`src/rtl/dual_rail_pkg.sv`:
```
package dual_rail_pkg;

    typedef enum logic [1:0] {
        ST_IDLE   = 2'd0,
        ST_WAIT_B = 2'd1,
        ST_WAIT_A = 2'd2
    } win_state_e;

endpackage

```
`src/rtl/dual_rail_sync.sv`:
```
module dual_rail_sync #(
    parameter int STAGES = 2
) (
    input  logic clk,
    input  logic mreset,
    input  logic din,
    output logic dout
);
    logic [STAGES-1:0] chain_d, chain_q;

    // During reset every stage follows the input so no stale level survives.
    always_comb begin
        if (mreset) chain_d = {STAGES{din}};
        else        chain_d = {chain_q[STAGES-2:0], din};
    end

    always_ff @(posedge clk) begin
        chain_q <= chain_d;
    end

    assign dout = chain_q[STAGES-1];
endmodule

```
`src/rtl/dual_rail_window.sv`:
```
module dual_rail_window
    import dual_rail_pkg::*;
#(
    parameter int WINDOW = 4
) (
    input  logic clk,
    input  logic mreset,
    input  logic lvl_a,
    input  logic lvl_b,
    output logic miss
);
    localparam int TW = $clog2(WINDOW + 1);

    typedef struct packed {
        win_state_e     st;
        logic [TW-1:0]  timer;
        logic           prev_a;
        logic           prev_b;
    } trk_t;

    trk_t trk_d, trk_q;
    logic a_rise, b_fall;

    always_comb begin
        a_rise = lvl_a & ~trk_q.prev_a;
        b_fall = ~lvl_b & trk_q.prev_b;
        trk_d = trk_q;
        trk_d.prev_a = lvl_a;
        trk_d.prev_b = lvl_b;
        miss = 1'b0;
        if (mreset) begin
            trk_d.st = ST_IDLE;
            trk_d.timer = '0;
        end else begin
            unique case (trk_q.st)
                ST_IDLE: begin
                    if (a_rise && !b_fall) begin
                        trk_d.st = ST_WAIT_B;
                        trk_d.timer = TW'(WINDOW);
                    end else if (b_fall && !a_rise) begin
                        trk_d.st = ST_WAIT_A;
                        trk_d.timer = TW'(WINDOW);
                    end
                end
                ST_WAIT_B: begin
                    if (b_fall) begin
                        if (a_rise) begin
                            trk_d.timer = TW'(WINDOW);
                        end else begin
                            trk_d.st = ST_IDLE;
                            trk_d.timer = '0;
                        end
                    end else if (a_rise) begin
                        miss = 1'b1;
                        trk_d.timer = TW'(WINDOW);
                    end else if (trk_q.timer == TW'(1)) begin
                        miss = 1'b1;
                        trk_d.st = ST_IDLE;
                        trk_d.timer = '0;
                    end else begin
                        trk_d.timer = trk_q.timer - 1'b1;
                    end
                end
                ST_WAIT_A: begin
                    if (a_rise) begin
                        if (b_fall) begin
                            trk_d.timer = TW'(WINDOW);
                        end else begin
                            trk_d.st = ST_IDLE;
                            trk_d.timer = '0;
                        end
                    end else if (b_fall) begin
                        miss = 1'b1;
                        trk_d.timer = TW'(WINDOW);
                    end else if (trk_q.timer == TW'(1)) begin
                        miss = 1'b1;
                        trk_d.st = ST_IDLE;
                        trk_d.timer = '0;
                    end else begin
                        trk_d.timer = trk_q.timer - 1'b1;
                    end
                end
                default: begin
                    trk_d.st = ST_IDLE;
                    trk_d.timer = '0;
                end
            endcase
        end
    end

    always_ff @(posedge clk) begin
        trk_q <= trk_d;
    end


    timer_live_chk: assert property (@(posedge clk) disable iff (mreset)
        (trk_q.st != ST_IDLE) |-> (trk_q.timer != '0));


    pend_clear_chk: assert property (@(posedge clk)
        mreset |=> (trk_q.st == ST_IDLE));
endmodule

```
`src/rtl/dual_rail_errcnt.sv`:
```
module dual_rail_errcnt #(
    parameter int ERR_LIMIT = 3
) (
    input  logic                               clk,
    input  logic                               mreset,
    input  logic                               miss,
    output logic                               err_out,
    output logic [$clog2(ERR_LIMIT+1)-1:0]     err_count
);
    localparam int CW = $clog2(ERR_LIMIT + 1);

    typedef struct packed {
        logic [CW-1:0] cnt;
        logic          flag;
    } cnt_t;

    cnt_t cnt_d, cnt_q;

    always_comb begin
        cnt_d = cnt_q;
        if (mreset) begin
            cnt_d.cnt = '0;
            cnt_d.flag = 1'b0;
        end else begin
            if (miss && (cnt_q.cnt < CW'(ERR_LIMIT)))
                cnt_d.cnt = cnt_q.cnt + 1'b1;
            cnt_d.flag = cnt_q.flag | (cnt_d.cnt == CW'(ERR_LIMIT));
        end
    end

    always_ff @(posedge clk) begin
        cnt_q <= cnt_d;
    end

    assign err_out = cnt_q.flag;
    assign err_count = cnt_q.cnt;


    cnt_step_chk: assert property (@(posedge clk) disable iff (mreset)
        (cnt_q.cnt != $past(cnt_q.cnt)) |-> (cnt_q.cnt == $past(cnt_q.cnt) + 1'b1));


    cnt_cap_chk: assert property (@(posedge clk) disable iff (mreset)
        cnt_q.cnt <= CW'(ERR_LIMIT));


    flag_sticky_chk: assert property (@(posedge clk) disable iff (mreset)
        cnt_q.flag |=> cnt_q.flag);


    flag_match_chk: assert property (@(posedge clk) disable iff (mreset)
        cnt_q.flag == (cnt_q.cnt == CW'(ERR_LIMIT)));


    rst_clear_chk: assert property (@(posedge clk)
        mreset |=> (cnt_q.cnt == '0 && !cnt_q.flag));
endmodule

```
`src/rtl/dual_rail_pulse_check.sv`:
```
module dual_rail_pulse_check #(
    parameter int WINDOW      = 4,
    parameter int ERR_LIMIT   = 3,
    parameter int SYNC_STAGES = 2
) (
    input  logic                               clk,
    input  logic                               mreset,
    input  logic                               rail_a,
    input  logic                               rail_b,
    output logic                               err_out,
    output logic [$clog2(ERR_LIMIT+1)-1:0]     err_count
);
    logic [1:0] rail_raw, rail_lvl;
    logic       miss;

    assign rail_raw = {rail_b, rail_a};

    for (genvar g = 0; g < 2; g++) begin : g_sync
        dual_rail_sync #(.STAGES(SYNC_STAGES)) u_sync (
            .clk    (clk),
            .mreset (mreset),
            .din    (rail_raw[g]),
            .dout   (rail_lvl[g])
        );
    end

    dual_rail_window #(.WINDOW(WINDOW)) u_window (
        .clk    (clk),
        .mreset (mreset),
        .lvl_a  (rail_lvl[0]),
        .lvl_b  (rail_lvl[1]),
        .miss   (miss)
    );

    dual_rail_errcnt #(.ERR_LIMIT(ERR_LIMIT)) u_errcnt (
        .clk       (clk),
        .mreset    (mreset),
        .miss      (miss),
        .err_out   (err_out),
        .err_count (err_count)
    );
endmodule

```
`config.mk`:
```
export PLATFORM = sky130hd
export DESIGN_NAME = dual_rail_pulse_check
export DESIGN_NICKNAME = d
export VERILOG_FILES = /design/src/rtl/dual_rail_pkg.sv /design/src/rtl/dual_rail_sync.sv /design/src/rtl/dual_rail_window.sv /design/src/rtl/dual_rail_errcnt.sv /design/src/rtl/dual_rail_pulse_check.sv
export SDC_FILE = /design/constraint.sdc
export NUM_CORES = 1
export LEC_CHECK = 0
export BUFFER_PORTS_ARGS = -buffer_cell sky130_fd_sc_hd__buf_2
export CAP_MARGIN = 20
export CORE_UTILIZATION = 54
export DETAILED_ROUTE_END_ITERATION = 8
export GPL_TIMING_DRIVEN = 0
export PLACE_DENSITY_LB_ADDON = 0.15
export SYNTH_ARGS = -nofsm -noshare
export SYNTH_HDL_FRONTEND = slang
export SYNTH_HIERARCHICAL = 1
export SYNTH_SLANG_ARGS = --single-unit
```
`constraint.sdc`:
```
create_clock -name clk -period 1.88 [get_ports clk]
set_clock_uncertainty 0.15 [all_clocks]
set_input_delay 0.094 -clock clk [delete_from_list [all_inputs] [get_ports clk]]
set_output_delay 0.094 -clock clk [all_outputs]
set_load 0.03 [all_outputs]
```
Word-level counts from Yosys, hierarchy flattened
Index checks and enable logic that the tools add are counted.
{ "totals": {"reg_bits": 14, "in_bits": 4, "out_inout_bits": 3, "wordCells": 56} }
{ "op_classes": {"n_addsub": 2, "order_cmp": 1, "eq_ne": 7, "mux": 26, "bitwise": 5, "n_reduce_logical": 7} }
{ "ops": {"columns": ["op", "n"], "rows": [
  ["5-bit two-way mux", 4],
  ["2-bit two-way mux", 9],
  ["3-bit two-way mux", 5],
  ["5-bit case mux with 3 select lines", 1],
  ["1-bit two-way mux", 6],
  ["2-bit equality test, second input constant", 2],
  ["2-bit inequality test, second input constant", 2],
  ["3-bit by 1-bit equality test with 1-bit output, second input constant", 1],
  ["1-bit logical AND", 3],
  ["3-bit by 1-bit inequality test with 1-bit output, second input constant", 1],
  ["3-bit AND reduction", 1],
  ["3-bit by 1-bit subtractor with 3-bit output, second input constant", 1],
  ["2-bit by 1-bit adder with 2-bit output, second input constant", 1],
  ["1-bit bitwise AND", 2],
  ["2-bit by 1-bit equality test with 1-bit output, second input constant", 1],
  ["1-bit logical NOT", 2],
  ["2-bit logical NOT", 1],
  ["2-bit < comparator, second input constant", 1],
  ["1-bit inverter", 2],
  ["1-bit case mux with 2 select lines", 1],
  ["1-bit bitwise OR", 1]
]} }

Depth between registers and ports, before layout
Gate-level depths: netlist of the first run.
{ "depth": {"depth_word": 11, "mapped_depth": 8} }

Modules after synthesis
The synthesis of the first run kept the hierarchy.
{ "by_module_without_submodules": {"columns": ["mod", "instances", "cells_each", "area_each_um2", "seq_area_each_um2"], "rows": [
  ["dual_rail_window", 1, 50, 476.7, 140.1],
  ["dual_rail_errcnt", 1, 13, 125.1, 60.1],
  ["dual_rail_sync", 2, 3, 55.1, 40.0]
]} }

Least setup slack after synthesis of the first run
No wires, ideal clock.
{ "synth_timing": {"path_kind": "register to register", "from": "register u_window/trk_q[3] (netlist bit)", "to": "register u_errcnt.cnt_q (netlist bit u_errcnt/err_out)", "setup_ns": 0.119, "t_arrival_ns": 1.338, "t_required_ns": 1.611, "setup_slack_ns": 0.273, "stages_incl_launch_ff": 9, "path_buffers": 0, "cell_sequence": "dfxtp_1 -> inv_1 -> ha_1 -> nor2b_1 -> o211ai_1 -> a21oi_1 -> nand2b_1 -> a31oi_1 -> a21oi_1"} }
{ "synth_between": {"elab_chain_cells": 11, "word_cells_on_any_way": 13, "cone_classes": "eq/ne: 2; mux: 9; bitwise: 1; reduce/logical: 1"} }
{ "synth_lines": {"columns": ["element", "line_no", "rtl"], "rows": [
  ["start: declaration", "dual_rail_window.sv:21", "trk_t trk_d, trk_q;"],
  ["start signal: assignment", "dual_rail_window.sv:92", "trk_q <= trk_d;"],
  ["3-bit by 1-bit equality test with 1-bit output *", "dual_rail_window.sv:56, dual_rail_window.sv:75", null],
  ["1-bit two-way mux *", "dual_rail_window.sv:56, dual_rail_window.sv:75", null],
  ["1-bit two-way mux, on equally long branches", "dual_rail_window.sv:72, dual_rail_window.sv:53", null],
  ["1-bit two-way mux, on equally long branches", "dual_rail_window.sv:65, dual_rail_window.sv:46", null],
  ["1-bit case mux with 2 select lines *", "dual_rail_window.sv:35", "unique case (trk_q.st)"],
  ["1-bit two-way mux *", "dual_rail_window.sv:31", "if (mreset) begin"],
  ["via miss", "dual_rail_pulse_check.sv:14", "logic miss;"],
  ["1-bit logical AND *", "dual_rail_errcnt.sv:25", "if (miss && (cnt_q.cnt < CW'(ERR_LIMIT)))"],
  ["2-bit two-way mux *", "dual_rail_errcnt.sv:25", null],
  ["2-bit two-way mux *", "dual_rail_errcnt.sv:21", "if (mreset) begin"],
  ["2-bit equality test *", "dual_rail_errcnt.sv:27", "cnt_d.flag = cnt_q.flag | (cnt_d.cnt == CW'(ERR_LIMIT));"],
  ["1-bit bitwise OR *", "dual_rail_errcnt.sv:27", null],
  ["end signal: assignment", "dual_rail_errcnt.sv:32", "cnt_q <= cnt_d;"],
  ["end: declaration", "dual_rail_errcnt.sv:17", "cnt_t cnt_d, cnt_q;"]
]} }
Mark *: on every way through the listed nets, which the timed path passes. The rest lies on a longest branch. The select of a mux whose other input is x is not followed.
A chain may end at the register's enable or synchronous reset.

Worst setup path after layout of the first run
{ "layout_timing": {"from": "register g_sync[1].u_sync.chain_q[1]", "to": "register u_window/trk_q[3] (netlist bit)"} }
{ "layout_between": {"elab_chain_cells": 6, "word_cells_on_any_way": 11, "cone_classes": "eq/ne: 1; mux: 5; bitwise: 2; reduce/logical: 3"} }
{ "layout_lines": {"columns": ["element", "line_no", "rtl"], "rows": [
  ["start: declaration", "dual_rail_sync.sv:9", "logic [STAGES-1:0] chain_d, chain_q;"],
  ["start signal: assignment", "dual_rail_sync.sv:18", "chain_q <= chain_d;"],
  ["1-bit inverter *", "dual_rail_window.sv:26", "b_fall = ~lvl_b & trk_q.prev_b;"],
  ["1-bit bitwise AND *", "dual_rail_window.sv:26", null],
  ["1-bit logical NOT", "dual_rail_window.sv:37", "if (a_rise && !b_fall) begin"],
  ["1-bit logical AND", "dual_rail_window.sv:37", null],
  ["5-bit two-way mux", "dual_rail_window.sv:37", null],
  ["5-bit case mux with 3 select lines", "dual_rail_window.sv:35", null]
]} }
Mark *: on every way between the ends. The rest lies on a longest branch, timed or not.

==> results of run 1 <==
==> repair_timing <==
action,4_1_cts,5_1_grt
buffers inserted,0,0
endpoints found under the setup margin,0,2
hold endpoints to repair,4,0
hold buffers,2,0
resized for setup,0,1
==> cell type report <==
| class | count | area, µm² | share of cell area (%) |
|---|---|---|---|
| clock buffers | 4 | 36.28 | 4.434 |
| well taps | 14 | 17.52 | 2.141 |
| inverters | 8 | 35.03 | 4.281 |
| multi-input cells | 47 | 399.1 | 48.78 |
| repair buffers | 8 | 50.05 | 6.116 |
| flip-flops and latches | 14 | 280.3 | 34.25 |
==> placed cells by master (no fill, tap or decap), types with 2 or more instances in the layout <==
cell	count
buf_2	6
ha_1	8
a22oi_2	2
a2bb2oi_1	2
clkbuf_4	3
o31ai_1	2
a21oi_1	4
nand2_1	2
o211ai_1	2
dfxtp_1	14
nor2_1	5
a31oi_1	2
nand2b_1	2
inv_1	6
mux2_4	2
dlygate4sd3_1	2
==> kinds of logic after synthesis <==
group                      count (synthesis)  share of synthesized area [%]
AOI/OAI and AO/OA                         18                          20.03
xor gates and xnor gates                   1                          1.230
adders and majority gates                  8                          14.06
buffers and inverters                      8                          4.920
DFF                                       14                          39.37
muxes                                      2                          4.218
and+or+nand+nor                           18                          16.17
==> final timing paths <==
check,start,to,cells after the start
setup / recovery,g_sync[1].u_sync/chain_q[1]$_DFF_P_,u_window/trk_q[3]$_SDFFE_PP0P_,7
hold / removal,mreset,u_window/trk_q[2]$_SDFFE_PP0P_,2
setup reg to reg,g_sync[1].u_sync/chain_q[1]$_DFF_P_,u_window/trk_q[3]$_SDFFE_PP0P_,7
hold reg to reg,g_sync[1].u_sync/chain_q[1]$_DFF_P_,u_window/trk_q[0]$_DFF_P_,0
==> cells in the mapped netlist <==
| cell type | instances | area (µm²) |
|---|---|---|
| a21oi_1 | 4 | 20.02 |
| a22oi_2 | 2 | 25.02 |
| a2bb2oi_1 | 2 | 17.52 |
| a311oi_1 | 1 | 8.760 |
| a31oi_1 | 2 | 12.51 |
| dfxtp_1 | 14 | 280.3 |
| ha_1 | 8 | 100.1 |
| inv_1 | 6 | 22.52 |
| inv_2 | 1 | 3.750 |
| inv_6 | 1 | 8.760 |
| mux2_4 | 2 | 30.03 |
| nand2_1 | 2 | 7.510 |
| nand2b_1 | 2 | 12.51 |
| nand2b_4 | 1 | 13.76 |
| nand3b_1 | 1 | 7.510 |
| nand4_1 | 1 | 6.260 |
| nand4b_1 | 1 | 8.760 |
| nor2_1 | 5 | 18.77 |
| nor2b_1 | 2 | 12.51 |
| nor2b_4 | 1 | 13.76 |
| nor3b_1 | 1 | 7.510 |
| o2111a_1 | 1 | 11.26 |
| o211ai_1 | 2 | 15.01 |
| o21bai_1 | 1 | 7.510 |
| o311a_1 | 1 | 10.01 |
| o31ai_1 | 2 | 15.01 |
| or2_0 | 1 | 6.260 |
| xor2_1 | 1 | 8.760 |
==> per-stage QoR <==
| step | hold WS, ns | util (%) | power (mW) | setup WS (ns) |
|---|---|---|---|---|
| 3_3_place_gp | 0.06067 | 64.85 | 0.6451 | 0.1085 |
| 6_report | 0.01119 | 69.87 | 0.8696 | 0.1140 |
| 3_5_place_dp | 0.06423 | 64.85 | 0.6562 | 0.06648 |
| 4_1_cts | 0.009313 | 69.66 | 0.8725 | 0.04139 |
| 5_1_grt | 0.003312 | 69.87 | 0.9366 | 0.02171 |
| 2_1_floorplan | -0.02828 | - | 0.5972 | 0.2729 |
==> power groups by stage <==
stage	Sequential (mW)	Combinational (mW)	Clock, mW
3_5_place_dp	0.371	0.286	0
6_report	0.365	0.295	0.210
5_1_grt	0.372	0.333	0.232
3_3_place_gp	0.369	0.277	0
4_1_cts	0.364	0.291	0.218
2_1_floorplan	0.366	0.232	0
==> metal layers <==
metal	vias to the layer above	track usage [%]	wire, µm
li1	275	-	-
met4	0	10.71	0
met5	-	0	0
met2	11	31.78	520
met1	238	26.18	612
met3	0	5.233	24
==> flip-flops by register name (all words and copies together), names as in the netlist <==
register               flops
u_window/trk_q             7
g_sync.u_sync/chain_q      4
u_errcnt/err_count         2
u_errcnt/err_out           1
==> results.toml, run 1 <==
[setup_path]
criticalPathCategory = "reg -> reg"
cp_slowest_cell = "dfxtp_1"
worst_setup_path_start_kind = "register"
crit_chain = "nor2b_4 -> inv_6 -> ha_1 -> a21oi_1 -> o2111a_1 -> a2bb2oi_1 -> nor2_1"
worstPathRequired_ns = 1.94
cp_data_arrival_time_ns = 1.83
path_buf_inv = 1
r2r_setup_slack_ns = 0.11
crit_path_max_incr_delay_ns = 0.34
critPathCaptureType = "register"
crit_fanout = 4
path_delay_family = "compound AO/OA/AOI/OAI gates"

[drt]
route.antenna.remaining_nets = 0
via_per_inst = 5.516
dr.first_iter.drc_count = 8
vias = 524
drc_errors = 0
wl_per_cell_um = 12.18
wirelength_mm = 1.157
drt-pass1-iter-count = 4

[yosys]
synthCells = 69
avgSynthCellArea_um2 = 10.32
seq_area_frac_synth_pct = 39.37
yosys_warnings = 6
synth_area_um2 = 711.9
synth_nets = 81
synthDistinctLibCells = 28
synth-seq-cells = 14

[power]
pwr-share-seq_pct = 42.0
powerDensity_nw_per_um2 = 1063
p_clk_share_pct = 24.1
p_sw_mw = 0.2819
pwr-share-comb_pct = 34.0
worst_ir_drop_vdd_uv = 555.9
switching_share_pct = 32.42
p_int_mw = 0.5877
leakagePower_nw = 0.3537

[placement]
place_area_um2 = 759.5
dpl.hpwl_um = 870.6
placed_cells = 89
io_buffers = 6
gp_congestion = 0.7738

[timing]
min_period_ns = 1.766
rsz0062_at_grt = "no"
setup_viol = 0
tightestPinTransition_ns = 0.3067
finalHoldViolations = 0
period_share_pct = 93.93
fmax_ghz = 0.5663
drv_slew = 0
finalSetupTns_ns = 0
slew_headroom_pct = 79.55

[global_routing]
grt_pass1_vias = 481
antenna_found_initial = 0
grt_first_pass_wirelength_mm = 2.001
overflow = 0
grt_usage_pct = 20.61
grt_max_degree = 13

[clocking]
cts_root_buffer = "clkbuf_4"
cts_max_path_buffers = 2
clkTransAtPathRegs_ns = 0.09
htreeDepth = 1
cts_buffers = 3
tritoncts = "yes"
clk_latency_ns = 0.27
cts_sinks = 14

[die]
die_h_um = 38.31
dieArea_um2 = 1468
top_level_ports = 7
num_rows = 12
coreArea_um2 = 1171
initial_utilization_pct = 60.79
die_x_um = 38.31

[layout]
drive_gt1_share_pct = 23.46
n_fill_cell = 99
finalNonFillerCells = 95
diodes = 0
area_growth_syn_to_layout_pct = 14.94
final_nets = 94
design_area_um2 = 818.3

[run]
cap_violations = 0

[hold_path]
hp-class = "in -> reg"

[status]
status = "complete, no violations"
Power figures use the tool's default switching activity.
==> run 2: changes to the inputs <==
--- a/config.mk
+++ b/config.mk
@@ -10,7 +10,7 @@
 export CORE_UTILIZATION = 54
 export DETAILED_ROUTE_END_ITERATION = 8
 export GPL_TIMING_DRIVEN = 0
-export PLACE_DENSITY_LB_ADDON = 0.15
+export PLACE_DENSITY = 0.86
 export SYNTH_ARGS = -nofsm -noshare
 export SYNTH_HDL_FRONTEND = slang
 export SYNTH_HIERARCHICAL = 1
==> constraint.sdc (replaced) <==
create_clock -name clk -period 1.7 [get_ports clk]
set_clock_uncertainty 0.15 [all_clocks]
set_input_delay 0.085 -clock clk [delete_from_list [all_inputs] [get_ports clk]]
set_output_delay 0.085 -clock clk [all_outputs]
set_load 0.03 [all_outputs]
==> run 2 against run 1 <==
The flow now finishes with violations (setup timing). Design area up 8.1%. Routed wire length rose by 28%. Utilization is 5.7 points higher. Setup slack worse by 0.18 ns. Power up 18%. Flip-flop and latch count did not move. Fmax is 0.19% higher. Die area stayed put. Non-clock buffer count increased by 3.
==> results.toml, run 2 (same netlist as run 1, synthesis figures left out) <==
[status]
status = "finished, violations left"
violations = "setup timing"

[setup_path]
critPathCaptureType = "register"
cp_slowest_cell = "dfxtp_1"
worst_setup_path_start_kind = "register"
cp_data_arrival_time_ns = 1.85
r2r_setup_slack_ns = -0.06
worstPathRequired_ns = 1.79
crit_path_max_incr_delay_ns = 0.34
crit_chain = "inv_1 -> ha_1 -> o211ai_1 -> a21oi_1 -> nand3b_1 -> or2_1 -> a21oi_2"
criticalPathCategory = "reg -> reg"
crit_fanout = 4
r2r_cells = 7

[clocking]
cts_root_buffer = "clkbuf_4"
tritoncts = "yes"
cts_max_path_buffers = 2
cts_sinks = 14
clk_latency_ns = 0.29
clkTransAtPathRegs_ns = 0.09
htreeDepth = 1
cts_buffers = 3

[global_routing]
grt-busiest-layer = "met2"
global_route.usage.met2_pct = 33.90
overflow = 0
grt_use_met3_pct = 10.47
grt_usage_pct = 22.30
grt_pass1_vias = 488
antenna_found_initial = 0
grt_first_pass_wirelength_mm = 2.097
gr-usage-met1_pct = 26.09
grt_max_degree = 13

[hold_path]
whs_path_depth = 0
hp-class = "reg -> reg"

[run]
cap_violations = 0

[layout]
final_cell_mix = "dfxtp_1 (13), buf_2 (6), nor2_1 (5), ha_1 (5), inv_1 (5)"
drive_gt1_share_pct = 33.33
top_register = "u_window/trk_q"
diodes = 0
design_area_um2 = 884.6
area_growth_syn_to_layout_pct = 24.25
largest_reg_flops = 7
final_nets = 97
finalNonFillerCells = 98
mostFrequentLayoutCell = "dfxtp_1"

[timing]
setup_viol = 1
rsz0062_at_grt = "yes"
period_share_pct = 103.7
finalHoldViolations = 0
tightestPinTransition_ns = 0.2549
min_period_ns = 1.763
drv_slew = 0
fmax_ghz = 0.5674
slew_headroom_pct = 83.01
layout_setup_ws_ns = -0.06255

[power]
p_int_mw = 0.6756
leakagePower_nw = 0.3682
p_sw_mw = 0.3514
pwr-share-seq_pct = 40.3
powerDensity_nw_per_um2 = 1161
pwr-share-comb_pct = 36.0
p_clk_share_pct = 23.7
switching_share_pct = 34.22
worst_ir_drop_vdd_uv = 829.9

[placement]
dpl.hpwl_um = 924.1
io_buffers = 6
place_area_um2 = 759.5
placed_cells = 89
gp_congestion = 0.8578

[die]
dieArea_um2 = 1468
die_x_um = 38.31
coreArea_um2 = 1171
die_h_um = 38.31
num_rows = 12
initial_utilization_pct = 60.79
top_level_ports = 7

[drt]
drt-pass1-iter-count = 4
via_per_inst = 5.888
vias = 577
drc_errors = 0
wl_per_cell_um = 15.16
route.antenna.remaining_nets = 0
wirelength_mm = 1.486
dr.first_iter.drc_count = 13
-- run 2: worst paths after layout --
| check | start | endpoint |
|---|---|---|
| worst max-delay path | u_window/trk_q[6]$_SDFFE_PP0P_ | u_errcnt/err_out$_SDFF_PP0_ |
| worst min-delay path | g_sync[1].u_sync/chain_q[1]$_DFF_P_ | u_window/trk_q[0]$_DFF_P_ |
| worst min register to register | g_sync[1].u_sync/chain_q[1]$_DFF_P_ | u_window/trk_q[0]$_DFF_P_ |
| worst max register to register | u_window/trk_q[6]$_SDFFE_PP0P_ | u_errcnt/err_out$_SDFF_PP0_ |
-- run 2: area by class of cell --
type / count / area, µm²
Sequential cell: 14 / 281.5
Clock buffer: 4 / 36.28
Inverter: 8 / 35.03
Tap cell: 14 / 17.52
Fill cell: 79 / 286.5
Timing Repair Buffer: 11 / 75.07
Multi-Input combinational cell: 47 / 439.2
-- run 2: per-layer routing --
metal	wire [µm]	share of wire, %
met1	656	44
met2	712	48
met3	91	6.1
met4	25	1.7
met5	0	0
-- run 2: worst max-delay path: cells and delay by family, from the launching register on --
family          cells  cell delay, ns
compound gates      3            0.49
fa+ha+maj           1            0.27
buf+inv             1            0.10
flops               1            0.34
simple gates        2            0.38
-- run 2: power groups by stage --
stage | clock network (mW) | logic (mW) | registers [mW]
2_1_floorplan | 0 | 0.256 | 0.404
3_3_place_gp | 0 | 0.301 | 0.407
3_5_place_dp | 0 | 0.314 | 0.410
4_1_cts | 0.249 | 0.335 | 0.407
5_1_grt | 0.269 | 0.398 | 0.418
6_report | 0.244 | 0.370 | 0.414
-- run 2: what timing repair did --
action,4_1_cts,5_1_grt
hold buffers,3,0
endpoints found under the setup margin,6,8
resized for setup,3,8
buffers inserted,0,2
endpoints found under the hold margin,10,0
pin swaps,0,7
-- run 2: metrics by stage --
stage / hold slack [ns] / utilization, % / setup TNS, ns / setup WS, ns / power [mW]
3_3_place_gp: 0.05102 / 64.85 / -0.08977 / -0.06462 / 0.7079
2_1_floorplan: -0.03728 / - / 0 / 0.09289 / 0.6604
4_1_cts: 0.2272 / 71.47 / -0.008711 / -0.008711 / 0.9921
6_report: 0.2247 / 75.53 / -0.06255 / -0.06255 / 1.027
3_5_place_dp: 0.06023 / 64.85 / -0.2165 / -0.1200 / 0.7245
5_1_grt: 0.2389 / 75.53 / -0.1825 / -0.1471 / 1.084
==> run 3: changes to the inputs <==
--- a/config.mk
+++ b/config.mk
@@ -5,12 +5,14 @@
 export SDC_FILE = /design/constraint.sdc
 export NUM_CORES = 1
 export LEC_CHECK = 0
+export ABC_AREA = 1
 export BUFFER_PORTS_ARGS = -buffer_cell sky130_fd_sc_hd__buf_2
 export CAP_MARGIN = 20
-export CORE_UTILIZATION = 54
+export CORE_UTILIZATION = 55
 export DETAILED_ROUTE_END_ITERATION = 8
 export GPL_TIMING_DRIVEN = 0
-export PLACE_DENSITY = 0.86
+export PLACE_DENSITY = 0.87
+export SLEW_MARGIN = 10
 export SYNTH_ARGS = -nofsm -noshare
 export SYNTH_HDL_FRONTEND = slang
 export SYNTH_HIERARCHICAL = 1
==> run 3 against run 2 <==
The flow now finishes without violations. Critical path depth up 2. Flip-flop and latch count unchanged. Critical path type unchanged. Highest routed layer unchanged. Via count up 32%. Count of clock-buffer cells in the layout unchanged. Design area up 13%.
==> results.toml, run 3 <==
[clocking]
tritoncts = "yes"
htreeDepth = 1
cts_sinks = 14
clkTransAtPathRegs_ns = 0.09
cts_buffers = 3
cts_root_buffer = "clkbuf_4"
cts_max_path_buffers = 2
clk_latency_ns = 0.28

[die]
dieArea_um2 = 1545
top_level_ports = 7
initial_utilization_pct = 58.85
die_h_um = 39.31
num_rows = 13
die_x_um = 39.31
coreArea_um2 = 1301

[layout]
design_area_um2 = 996.0
register_area_um2 = 287.8
final_nets = 136
finalNonFillerCells = 138
diodes = 0
area_growth_syn_to_layout_pct = 30.07
mostFrequentLayoutCell = "nand2_1"
multiInputGateArea_um2 = 510.5
n_fill_cell = 82
largest_reg_flops = 7
drive_gt1_share_pct = 41.46
final_cell_mix = "nand2_1 (29), nand2_2 (11), dfxtp_1 (10)"
top_register = "u_window/trk_q"

[yosys]
synth_nets = 119
async_flop_share_pct = 0
ys_top_cells_by_count = "nand2_1 (36), dfxtp_1 (14), inv_1 (13), ha_1 (8)"
synth_area_leaders = "dfxtp_1 (37%), nand2_1 (18%), ha_1 (13%)"
synth_top_area_share_pct = 36.60
synth_area_leader_cell = "dfxtp_1"
synth_area_um2 = 765.7
seq_area_frac_synth_pct = 36.60
synthCells = 107
synth-edff-count = 0
synthDistinctLibCells = 17
synth-seq-cells = 14
synth_top_flop_cell = "dfxtp_1"
synth.most_common_cell = "nand2_1"
yosys_warnings = 6
avgSynthCellArea_um2 = 7.156

[timing]
period_share_pct = 99.89
drv_slew = 0
slew_headroom_pct = 84.26
setup_viol = 0
hold-worst-slack_ns = 0.2253
tightestPinTransition_ns = 0.2362
finalSetupTns_ns = 0
finalHoldViolations = 0
rsz0062_at_grt = "yes"
fmax_ghz = 0.5889
min_period_ns = 1.698

[setup_path]
worstPathRequired_ns = 1.73
crit_fanout = 4
cp_data_arrival_time_ns = 1.72
worst_setup_path_start_kind = "register"
criticalPathCategory = "reg -> reg"
critPathCaptureType = "register"

[global_routing]
antenna_found_initial = 0
overflow = 0
grt_first_pass_wirelength_mm = 2.663
grt_max_degree = 14
grt_usage_pct = 26.10
grt_pass1_vias = 696

[power]
powerDensity_nw_per_um2 = 1048
pwr-share-comb_pct = 37.6
leakagePower_nw = 0.4854
p_sw_mw = 0.3998
p_int_mw = 0.6440
p_clk_share_pct = 23.5
pwr-share-seq_pct = 38.9
p_total_mw = 1.044
worst_ir_drop_vdd_uv = 741.8
switching_share_pct = 38.30

[drt]
drt-pass1-iter-count = 5
wl_per_cell_um = 14.50
dr.first_iter.drc_count = 22
drc_errors = 0
wirelength_mm = 2.001
vias = 761
route.antenna.remaining_nets = 0
via_per_inst = 5.514

[run]
cap_violations = 0

[placement]
place_area_um2 = 814.5
io_buffers = 6
placed_cells = 128
dpl.hpwl_mm = 1.157
gp_congestion = 0.8375

[hold_path]
hp-class = "reg -> reg"

[status]
status = "complete, no violations"
run 3: cells by family after synthesis:
family / after synthesis / synth area share, %
and+or+nand+nor: 59 / 35.13
buffers and inverters: 16 / 7.843
DFF: 14 / 36.60
AOI/OAI and AO/OA: 10 / 7.352
adders and majority gates: 8 / 13.07
run 3: metal layers:
metal	vias to the layer above	share of wire, %	GRT usage (%)
met1	352	41	24.39
met4	0	4.6	21.55
met3	14	3.8	4.545
met5	-	0	0
met2	35	51	48.33
li1	360	-	-
run 3: repair_timing:
action                                 CTS  global route
hold buffers                             3             0
setup endpoints to repair                3             8
setup buffers                            0             3
endpoints found under the hold margin   10             0
pin swaps                                1            10
resized for setup                       14            17
run 3: final cells by class:
cell class | instances | area share (%)
Inverter | 16 | 6.030
Clock buffer | 4 | 3.643
Sequential cell | 14 | 28.89
Timing Repair Buffer | 12 | 8.291
Tap cell | 15 | 1.884
Multi-Input combinational cell | 77 | 51.26
run 3: power by group through the flow:
stage / Clock [mW] / Combinational, mW / Sequential, mW
finish: 0.245 / 0.392 / 0.406
detailed placement: 0 / 0.293 / 0.399
global route: 0.256 / 0.419 / 0.409
global placement: 0 / 0.275 / 0.396
CTS: 0.243 / 0.320 / 0.404
floorplan: 0 / 0.237 / 0.393
run 3: final timing paths:
path | startpoint | end | slack [ns] | cells after the start
max | u_window/trk_q[5]$_SDFFE_PP0P_ | u_errcnt/err_count[0]$_SDFF_PP0_ | 0.002 | 9
min reg2reg | g_sync[1].u_sync/chain_q[1]$_DFF_P_ | u_window/trk_q[0]$_DFF_P_ | 0.23 | 0
max reg2reg | u_window/trk_q[5]$_SDFFE_PP0P_ | u_errcnt/err_count[0]$_SDFF_PP0_ | 0.002 | 9
min | g_sync[1].u_sync/chain_q[1]$_DFF_P_ | u_window/trk_q[0]$_DFF_P_ | 0.23 | 0
run 3: critical path: stages, from the launching register on:
cell,delay [ns]
dfxtp_4,0.39
inv_2,0.06
buf_4,0.13
ha_1,0.28
o21ai_2,0.06
nor2_2,0.16
nand2_2,0.09
nand2_2,0.10
buf_4,0.12
a21oi_1,0.05
run 3: metrics by stage:
| stage | setup slack [ns] | utilization [%] |
|---|---|---|
| 6_report | 0.001870 | 76.54 |
| 3_3_place_gp | -0.01134 | 62.60 |
| 5_1_grt | -0.02806 | 76.54 |
| 2_1_floorplan | 0.1274 | - |
| 4_1_cts | 0.006350 | 70.77 |
| 3_5_place_dp | -0.1269 | 62.60 |
